### src/rtl/i2c_tgt_pkg.sv
package i2c_tgt_pkg;

    localparam int BYTE_W  = 8;
    localparam int ADDR7_W = 7;
    localparam int STAT_W  = 7;
    localparam int CTRL_W  = 4;
    localparam int CNT_W   = $clog2(BYTE_W);

    // status bit positions (interrupt-enable uses the same layout)
    localparam int SB_ADDR   = 0;
    localparam int SB_RXD    = 1;
    localparam int SB_TXD    = 2;
    localparam int SB_TXE    = 3;
    localparam int SB_STOP   = 4;
    localparam int SB_TXMODE = 5;
    localparam int SB_GCALL  = 6;

    // control bit positions
    localparam int CB_FNACK  = 0;
    localparam int CB_GCEN   = 1;
    localparam int CB_EN     = 2;
    localparam int CB_BUFSEL = 3;

    typedef enum logic [2:0] {
        RS_CTRL  = 3'd0,
        RS_STAT  = 3'd1,
        RS_IEN   = 3'd2,
        RS_OADDR = 3'd3,
        RS_DATA  = 3'd4
    } reg_sel_e;

    typedef enum logic [2:0] {
        ST_IDLE,
        ST_ADDR,
        ST_ACKA,
        ST_RX,
        ST_ACKR,
        ST_TXW,
        ST_TX,
        ST_ACKT
    } eng_st_e;

    typedef struct packed {
        logic start;
        logic stop;
        logic scl_rise;
        logic scl_fall;
        logic sda;
    } line_ev_t;

    typedef struct packed {
        logic addr;
        logic gcall;
        logic dir;
        logic rxd;
        logic txd;
        logic txe;
        logic stop;
    } eng_ev_t;

    function automatic logic is_gcall(input logic [ADDR7_W-1:0] a);
        return a == '0;
    endfunction

    function automatic logic addr_hit(input logic [ADDR7_W-1:0] a,
                                      input logic [ADDR7_W-1:0] own,
                                      input logic               gc_en);
        return is_gcall(a) ? gc_en : (a == own);
    endfunction

endpackage

### src/rtl/i2c_tgt_line_mon.sv
module i2c_tgt_line_mon
    import i2c_tgt_pkg::*;
#(
    parameter int SYNC_STAGES = 2
) (
    input  logic     clk,
    input  logic     rst,
    input  logic     scl_i,
    input  logic     sda_i,
    output line_ev_t ev
);
    localparam int LAST = SYNC_STAGES - 1;

    logic [SYNC_STAGES-1:0] scl_sync, sda_sync;
    logic scl_d, sda_d;
    logic scl_s, sda_s;

    assign scl_s = scl_sync[LAST];
    assign sda_s = sda_sync[LAST];

    always_ff @(posedge clk) begin
        if (rst) begin
            scl_sync <= '1;
            sda_sync <= '1;
            scl_d    <= 1'b1;
            sda_d    <= 1'b1;
        end else begin
            scl_sync <= {scl_sync[SYNC_STAGES-2:0], scl_i};
            sda_sync <= {sda_sync[SYNC_STAGES-2:0], sda_i};
            scl_d    <= scl_s;
            sda_d    <= sda_s;
        end
    end

    always_comb begin
        ev.scl_rise = scl_s & ~scl_d;
        ev.scl_fall = ~scl_s & scl_d;
        ev.start    = scl_s & scl_d & sda_d & ~sda_s;
        ev.stop     = scl_s & scl_d & ~sda_d & sda_s;
        ev.sda      = sda_s;
    end

endmodule

### src/rtl/i2c_tgt_engine.sv
module i2c_tgt_engine
    import i2c_tgt_pkg::*;
(
    input  logic               clk,
    input  logic               rst,
    input  logic               en,
    input  logic               gc_en,
    input  logic               fnack,
    input  logic [ADDR7_W-1:0] own_addr,
    input  logic               hold,
    input  logic [BYTE_W-1:0]  tx_byte,
    input  line_ev_t           lv,
    output eng_ev_t            ev,
    output logic [BYTE_W-1:0]  rx_byte,
    output logic               sda_oe,
    output logic               addressed
);
    eng_st_e            st_q;
    logic [BYTE_W-1:0]  shreg_q;
    logic [CNT_W-1:0]   cnt_q;
    logic               done_q;
    logic               ack_seen_q;
    logic               dir_q;
    logic               gc_q;
    logic               sda_oe_q;
    logic               addressed_q;
    logic [BYTE_W-1:0]  rx_q;
    eng_ev_t            ev_q;

    localparam logic [CNT_W-1:0] CNT_LAST = CNT_W'(BYTE_W - 1);

    always_ff @(posedge clk) begin
        if (rst) begin
            st_q        <= ST_IDLE;
            shreg_q     <= '0;
            cnt_q       <= '0;
            done_q      <= 1'b0;
            ack_seen_q  <= 1'b0;
            dir_q       <= 1'b0;
            gc_q        <= 1'b0;
            sda_oe_q    <= 1'b0;
            addressed_q <= 1'b0;
            rx_q        <= '0;
            ev_q        <= '0;
        end else begin
            ev_q <= '0;
            if (!en) begin
                st_q        <= ST_IDLE;
                sda_oe_q    <= 1'b0;
                addressed_q <= 1'b0;
            end else if (lv.start) begin
                st_q        <= ST_ADDR;
                cnt_q       <= '0;
                done_q      <= 1'b0;
                sda_oe_q    <= 1'b0;
                addressed_q <= 1'b0;
            end else if (lv.stop) begin
                st_q        <= ST_IDLE;
                sda_oe_q    <= 1'b0;
                ev_q.stop   <= addressed_q;
                addressed_q <= 1'b0;
            end else begin
                case (st_q)
                    ST_ADDR, ST_RX: begin
                        if (lv.scl_rise) begin
                            shreg_q <= {shreg_q[BYTE_W-2:0], lv.sda};
                            cnt_q   <= cnt_q + 1'b1;
                            if (cnt_q == CNT_LAST) done_q <= 1'b1;
                        end else if (lv.scl_fall && done_q) begin
                            done_q <= 1'b0;
                            cnt_q  <= '0;
                            if (st_q == ST_ADDR) begin
                                if (addr_hit(shreg_q[BYTE_W-1:1], own_addr, gc_en)) begin
                                    st_q     <= ST_ACKA;
                                    sda_oe_q <= 1'b1;
                                    dir_q    <= shreg_q[0];
                                    gc_q     <= is_gcall(shreg_q[BYTE_W-1:1]);
                                end else begin
                                    st_q <= ST_IDLE;
                                end
                            end else begin
                                st_q     <= ST_ACKR;
                                sda_oe_q <= ~fnack;
                                rx_q     <= shreg_q;
                            end
                        end
                    end
                    ST_ACKA: begin
                        if (lv.scl_fall) begin
                            sda_oe_q    <= 1'b0;
                            addressed_q <= 1'b1;
                            ev_q.addr   <= 1'b1;
                            ev_q.gcall  <= gc_q;
                            ev_q.dir    <= dir_q;
                            st_q        <= dir_q ? ST_TXW : ST_RX;
                        end
                    end
                    ST_ACKR: begin
                        if (lv.scl_fall) begin
                            sda_oe_q <= 1'b0;
                            ev_q.rxd <= 1'b1;
                            st_q     <= ST_RX;
                        end
                    end
                    ST_TXW: begin
                        if (!hold) begin
                            shreg_q  <= tx_byte;
                            sda_oe_q <= ~tx_byte[BYTE_W-1];
                            cnt_q    <= '0;
                            st_q     <= ST_TX;
                        end
                    end
                    ST_TX: begin
                        if (lv.scl_fall) begin
                            if (cnt_q == CNT_LAST) begin
                                st_q     <= ST_ACKT;
                                sda_oe_q <= 1'b0;
                            end else begin
                                shreg_q  <= {shreg_q[BYTE_W-2:0], 1'b0};
                                sda_oe_q <= ~shreg_q[BYTE_W-2];
                                cnt_q    <= cnt_q + 1'b1;
                            end
                        end
                    end
                    ST_ACKT: begin
                        if (lv.scl_rise) begin
                            ack_seen_q <= ~lv.sda;
                        end else if (lv.scl_fall) begin
                            ev_q.txd <= 1'b1;
                            if (ack_seen_q) begin
                                ev_q.txe <= 1'b1;
                                st_q     <= ST_TXW;
                            end else begin
                                st_q <= ST_IDLE;
                            end
                        end
                    end
                    default: ;
                endcase
            end
        end
    end

    assign ev        = ev_q;
    assign rx_byte   = rx_q;
    assign sda_oe    = sda_oe_q;
    assign addressed = addressed_q;


    sda_drive_chk: assert property (@(posedge clk) disable iff (rst)
        sda_oe_q |-> (st_q == ST_ACKA || st_q == ST_ACKR || st_q == ST_TX));


    gc_accept_chk: assert property (@(posedge clk) disable iff (rst)
        ($rose(st_q == ST_ACKA) && gc_q) |-> $past(gc_en));


    stop_flag_chk: assert property (@(posedge clk) disable iff (rst)
        ev_q.stop |-> $past(addressed_q));


    tx_wait_hold_chk: assert property (@(posedge clk) disable iff (rst)
        (st_q == ST_TXW && hold && en && !lv.start && !lv.stop) |=> st_q == ST_TXW);

endmodule

### src/rtl/i2c_target_regs.sv
module i2c_target_regs
    import i2c_tgt_pkg::*;
#(
    parameter int ADDR_W      = 3,
    parameter int SYNC_STAGES = 2
) (
    input  logic              clk,
    input  logic              rst,
    input  logic [ADDR_W-1:0] bus_addr,
    input  logic              bus_we,
    input  logic [7:0]        bus_wdata,
    output logic [7:0]        bus_rdata,
    input  logic              scl_i,
    input  logic              sda_i,
    output logic              scl_oe,
    output logic              sda_oe,
    output logic              irq
);
    logic [CTRL_W-1:0]  ctrl_q;
    logic [STAT_W-1:0]  stat_q, stat_n;
    logic [STAT_W-1:0]  ien_q;
    logic [ADDR7_W-1:0] oaddr_q;
    logic [BYTE_W-1:0]  txbuf_q;

    line_ev_t           lv;
    eng_ev_t            ev;
    logic [BYTE_W-1:0]  rx_byte;
    logic               addressed;
    logic               hold;

    logic wr_ctrl, wr_stat, wr_ien, wr_oaddr, wr_data;

    assign wr_ctrl  = bus_we && (bus_addr == ADDR_W'(RS_CTRL));
    assign wr_stat  = bus_we && (bus_addr == ADDR_W'(RS_STAT));
    assign wr_ien   = bus_we && (bus_addr == ADDR_W'(RS_IEN));
    assign wr_oaddr = bus_we && (bus_addr == ADDR_W'(RS_OADDR));
    assign wr_data  = bus_we && (bus_addr == ADDR_W'(RS_DATA));

    i2c_tgt_line_mon #(.SYNC_STAGES(SYNC_STAGES)) u_mon (
        .clk   (clk),
        .rst   (rst),
        .scl_i (scl_i),
        .sda_i (sda_i),
        .ev    (lv)
    );

    // pending flags, including events not yet folded into status
    assign hold = stat_q[SB_ADDR] | stat_q[SB_TXE] | ev.addr | ev.txe;

    i2c_tgt_engine u_eng (
        .clk       (clk),
        .rst       (rst),
        .en        (ctrl_q[CB_EN]),
        .gc_en     (ctrl_q[CB_GCEN]),
        .fnack     (ctrl_q[CB_FNACK]),
        .own_addr  (oaddr_q),
        .hold      (hold),
        .tx_byte   (txbuf_q),
        .lv        (lv),
        .ev        (ev),
        .rx_byte   (rx_byte),
        .sda_oe    (sda_oe),
        .addressed (addressed)
    );

    always_comb begin
        stat_n = stat_q;
        if (wr_stat) stat_n = stat_q & bus_wdata[STAT_W-1:0];
        if (ev.addr) begin
            stat_n[SB_ADDR]   = 1'b1;
            stat_n[SB_TXMODE] = ev.dir;
            stat_n[SB_GCALL]  = ev.gcall;
        end
        if (ev.rxd)  stat_n[SB_RXD]  = 1'b1;
        if (ev.txd)  stat_n[SB_TXD]  = 1'b1;
        if (ev.txe)  stat_n[SB_TXE]  = 1'b1;
        if (ev.stop) stat_n[SB_STOP] = 1'b1;
    end

    always_ff @(posedge clk) begin
        if (rst) begin
            ctrl_q  <= '0;
            stat_q  <= '0;
            ien_q   <= '0;
            oaddr_q <= '0;
            txbuf_q <= '0;
        end else begin
            stat_q <= stat_n;
            if (wr_ctrl)  ctrl_q  <= bus_wdata[CTRL_W-1:0];
            if (wr_ien)   ien_q   <= bus_wdata[STAT_W-1:0];
            if (wr_oaddr) oaddr_q <= bus_wdata[ADDR7_W-1:0];
            if (wr_data)  txbuf_q <= bus_wdata;
        end
    end

    always_comb begin
        bus_rdata = '0;
        if (bus_addr == ADDR_W'(RS_CTRL))       bus_rdata = 8'(ctrl_q);
        else if (bus_addr == ADDR_W'(RS_STAT))  bus_rdata = 8'(stat_q);
        else if (bus_addr == ADDR_W'(RS_IEN))   bus_rdata = 8'(ien_q);
        else if (bus_addr == ADDR_W'(RS_OADDR)) bus_rdata = 8'(oaddr_q);
        else if (bus_addr == ADDR_W'(RS_DATA))  bus_rdata = rx_byte;
    end

    assign scl_oe = addressed & (stat_q[SB_ADDR] | stat_q[SB_RXD] | stat_q[SB_TXE]);
    assign irq    = |(stat_q & ien_q);


    reset_state_chk: assert property (@(posedge clk) disable iff (rst)
        $past(rst) |-> (stat_q == '0 && !scl_oe && !irq));


    stat_clear_chk: assert property (@(posedge clk) disable iff (rst)
        (|($past(stat_q) & ~stat_q)) |-> ($past(wr_stat) || $past(ev.addr)));


    irq_quiet_chk: assert property (@(posedge clk) disable iff (rst)
        (ien_q == '0) |-> !irq);

endmodule

### config.mk
export PLATFORM = sky130hd
export DESIGN_NAME = i2c_target_regs
export DESIGN_NICKNAME = d
export VERILOG_FILES = /design/src/rtl/i2c_tgt_pkg.sv /design/src/rtl/i2c_tgt_line_mon.sv /design/src/rtl/i2c_tgt_engine.sv /design/src/rtl/i2c_target_regs.sv
export SDC_FILE = /design/constraint.sdc
export NUM_CORES = 1
export LEC_CHECK = 0
export ABC_AREA = 1
export ABC_CLOCK_PERIOD_IN_PS = 2550
export BUFFER_PORTS_ARGS = -buffer_cell sky130_fd_sc_hd__buf_2
export CAP_MARGIN = 20
export CORE_MARGIN = 2
export CORE_UTILIZATION = 25
export CTS_CLUSTER_SIZE = 8
export DETAILED_ROUTE_END_ITERATION = 8
export PLACE_DENSITY_LB_ADDON = 0.12
export RECOVER_POWER = 100
export SETUP_SLACK_MARGIN = 0.02
export SYNTH_ARGS = -nofsm -noshare
export SYNTH_HDL_FRONTEND = slang
export SYNTH_SLANG_ARGS = --single-unit
export TNS_END_PERCENT = 20
### constraint.sdc
create_clock -name clk -period 2.55 [get_ports clk]
set_clock_uncertainty 0.1 [all_clocks]
set_input_delay 0.51 -clock clk [delete_from_list [all_inputs] [get_ports clk]]
set_output_delay 0.51 -clock clk [all_outputs]
set_load 0.01 [all_outputs]
==> results.sh <==
export IMPL_status="completed"
export IMPL_clkSinkCount=74
export IMPL_cts_root_buf="clkbuf_16"
export IMPL_cts_max_path_buffers=2
export IMPL_ys_seq_elements=74
export IMPL_slew_limit_headroom_pct=32.1
export IMPL_cts_resized_gates=0
export IMPL_grt_usage_pct=15.1
export IMPL_core_region_area_um2=13900
export IMPL_arrival_ns=1.74
export IMPL_setup_violations=0
export IMPL_cts_tree="built"
export IMPL_worstHoldPathType="input port to flip-flop"
export IMPL_fin_nets=546
export IMPL_syn_num_nets=517
export IMPL_cts_reportedPaths_clkPinSlew_ns=0.05
export IMPL_antenna_found_initial=0
export IMPL_cp_max_fo=10
export IMPL_fin_crit_ns=2.35
export IMPL_fin_hold_ws_ns=0.258
export IMPL_wire_per_inst_um=15.0
export IMPL_yosysSeqAreaShare_pct=41.8
export IMPL_clk_latency_ns=0.34
export IMPL_period_share_pct=92.0
export IMPL_placed_cells=697
export IMPL_drive_above_1_share_pct=10.9
export IMPL_syn_area_per_cell_um2=7.10
export IMPL_finalWirelength_um=10700
export IMPL_fin_cells=713
export IMPL_post_cts_setup_buffer_count=0
export IMPL_place_hpwl_um=7960
export IMPL_cp_required_ns=1.94
export IMPL_final_common_cell="nand2_1"
export IMPL_vias=3267
export IMPL_tightest_slew_ns=1.02
export IMPL_diodes=0
export IMPL_finalHoldViolations=0
export IMPL_drt_iter0_drc=201
export IMPL_multi_input_area_um2=1740
export IMPL_grt_pass1_wl_um=17100
export IMPL_p_total_uw=2680
export IMPL_rows=43
export IMPL_tns_ns=0
export IMPL_design_die_area_um2=15100
export IMPL_cp_end_kind="output port"
export IMPL_ant_nets=0
export IMPL_ys_warnings_count=0
export IMPL_final_cell_mix="nand2_1 (96), dfxtp_1 (74), inv_1 (59), nor2_1 (57), o21ai_0 (51)"
export IMPL_cts_hold_buf=0
export IMPL_initial_core_util_pct=25.5
export IMPL_via_per_inst=4.58
export IMPL_grt_max_degree=45
export IMPL_worst_setup_path_start_kind="input port"
export IMPL_grt_pass1_vias=3176
export IMPL_grt_overflow_total=0
export IMPL_yosysUniqueCellTypes=41
export IMPL_gp_congestion=0.856
export IMPL_numCtsBuffers=9
export IMPL_portBuffers=26
export IMPL_dp_slack_ns=0.272
export IMPL_async_flop_share_pct=0
export IMPL_area_growth_pct=16.8
export IMPL_synthesis_area_um2=3540
export IMPL_power_density_nw_per_um2=648
export IMPL_cap_viol_max_count=0
export IMPL_fillerInstances=1566
export IMPL_fp_dieW_um=123
export IMPL_io_pins=27
export IMPL_synth_edf_count=0
export IMPL_critical_path_class="input port to output port"
export IMPL_drcViolationCount=0
export IMPL_die_h_um=123
export IMPL_fin_ws_ns=0.203
export IMPL_regArea_um2=1480
export IMPL_power_static_leakage_uw=0.00163
export IMPL_first_pass_iters=4
export IMPL_fmax_mhz=426
export IMPL_htreeDepth=3
export IMPL_rsz0062_at_grt="no"
export IMPL_vdd_ir_drop_max_uv=314
export IMPL_netlist_instances=499
export IMPL_synth_main_ff_cell="dfxtp_1"
export IMPL_slew_viol_final=0
[metal layers]
layer / share of wire, % / GRT usage, %
met1: 49 / 19.5
met2: 47 / 25.1
met3: 3.7 / 4.06
met4: 0.20 / 3.48
met5: 0 / 0
[cell type report]
class,instances,share of cell area (%)
multi-input combinational,349,42.0
sequential,74,35.8
inverter,64,5.81
clock buffer,9,5.45
tap,180,5.45
timing repair buffer,30,3.24
clock inverter,7,2.27
[through the flow]
stage	util [%]	area [µm²]
2_1_floorplan	-	3540
3_3_place_gp	27.9	3870
3_5_place_dp	27.9	3870
4_1_cts	30.2	4190
5_1_grt	29.8	4140
6_report	29.8	4140
[flip-flops by register name, summed over array words and instances (netlist names), 3 cells and up]
register	cells
txbuf_q	8
u_eng.rx_byte	8
u_eng.shreg_q	8
ien_q	7
oaddr_q	7
stat_q	7
u_eng.ev	7
ctrl_q	4
u_eng.cnt_q	3
u_eng.st_q	3
[cell usage after synthesis (4+ instances only)]
cell | instances | area [µm²]
nand4_1 | 4 | 25.0
o21ai_0 | 47 | 235
nor2_2 | 4 | 25.0
nand2_1 | 96 | 360
o21ai_1 | 9 | 45.0
a221oi_1 | 5 | 43.8
clkbuf_1 | 8 | 30.0
a21oi_1 | 45 | 225
nor2_1 | 57 | 214
nand3_1 | 27 | 135
or2_2 | 6 | 37.5
inv_2 | 6 | 22.5
inv_1 | 58 | 218
nor3_1 | 9 | 45.0
dfxtp_1 | 74 | 1480
nor4_1 | 8 | 50.1
[critical path: stages]
cell and delay, ns:
clkbuf_1 0.18, inv_1 0.12, nor3_1 0.14, clkbuf_1 0.35, a21oi_1 0.08, a32oi_1 0.20, buf_2 0.16
[report_power, final]
| part | total [µW] | switching [µW] | internal (µW) |
|---|---|---|---|
| Sequential | 1180 | 10.3 | 1170 |
| Combinational | 134 | 94.9 | 39.1 |
| Clock | 1360 | 508 | 854 |
| Total | 2680 | 613 | 2070 |
[logic make-up after synthesis]
group                    share of synthesized area [%]
AO/OA/AOI/OAI                                     18.7
buffers and inverters                             8.37
adder cells (fa/ha/maj)                          0.707
flip-flops                                        41.8
XOR/XNOR                                         0.495
AND/OR/NAND/NOR                                   29.9
[path summary, 6_finish.rpt]
check / slack [ns] / startpoint / cells past startpoint / end
setup / recovery: 0.20 / bus_addr[0] / 7 / bus_rdata[5]
hold / removal: 0.26 / scl_i / 2 / u_mon.scl_sync[0]$_SDFF_PP1_
setup reg to reg: 0.31 / u_eng.st_q[2]$_SDFFE_PP0P_ / 9 / u_eng.cnt_q[1]$_SDFFE_PP0P_
hold reg to reg: 0.31 / u_mon.sda_sync[0]$_SDFF_PP1_ / 1 / u_mon.sda_sync[1]$_SDFF_PP1_
No activity file was read; power rests on OpenSTA's default activity.
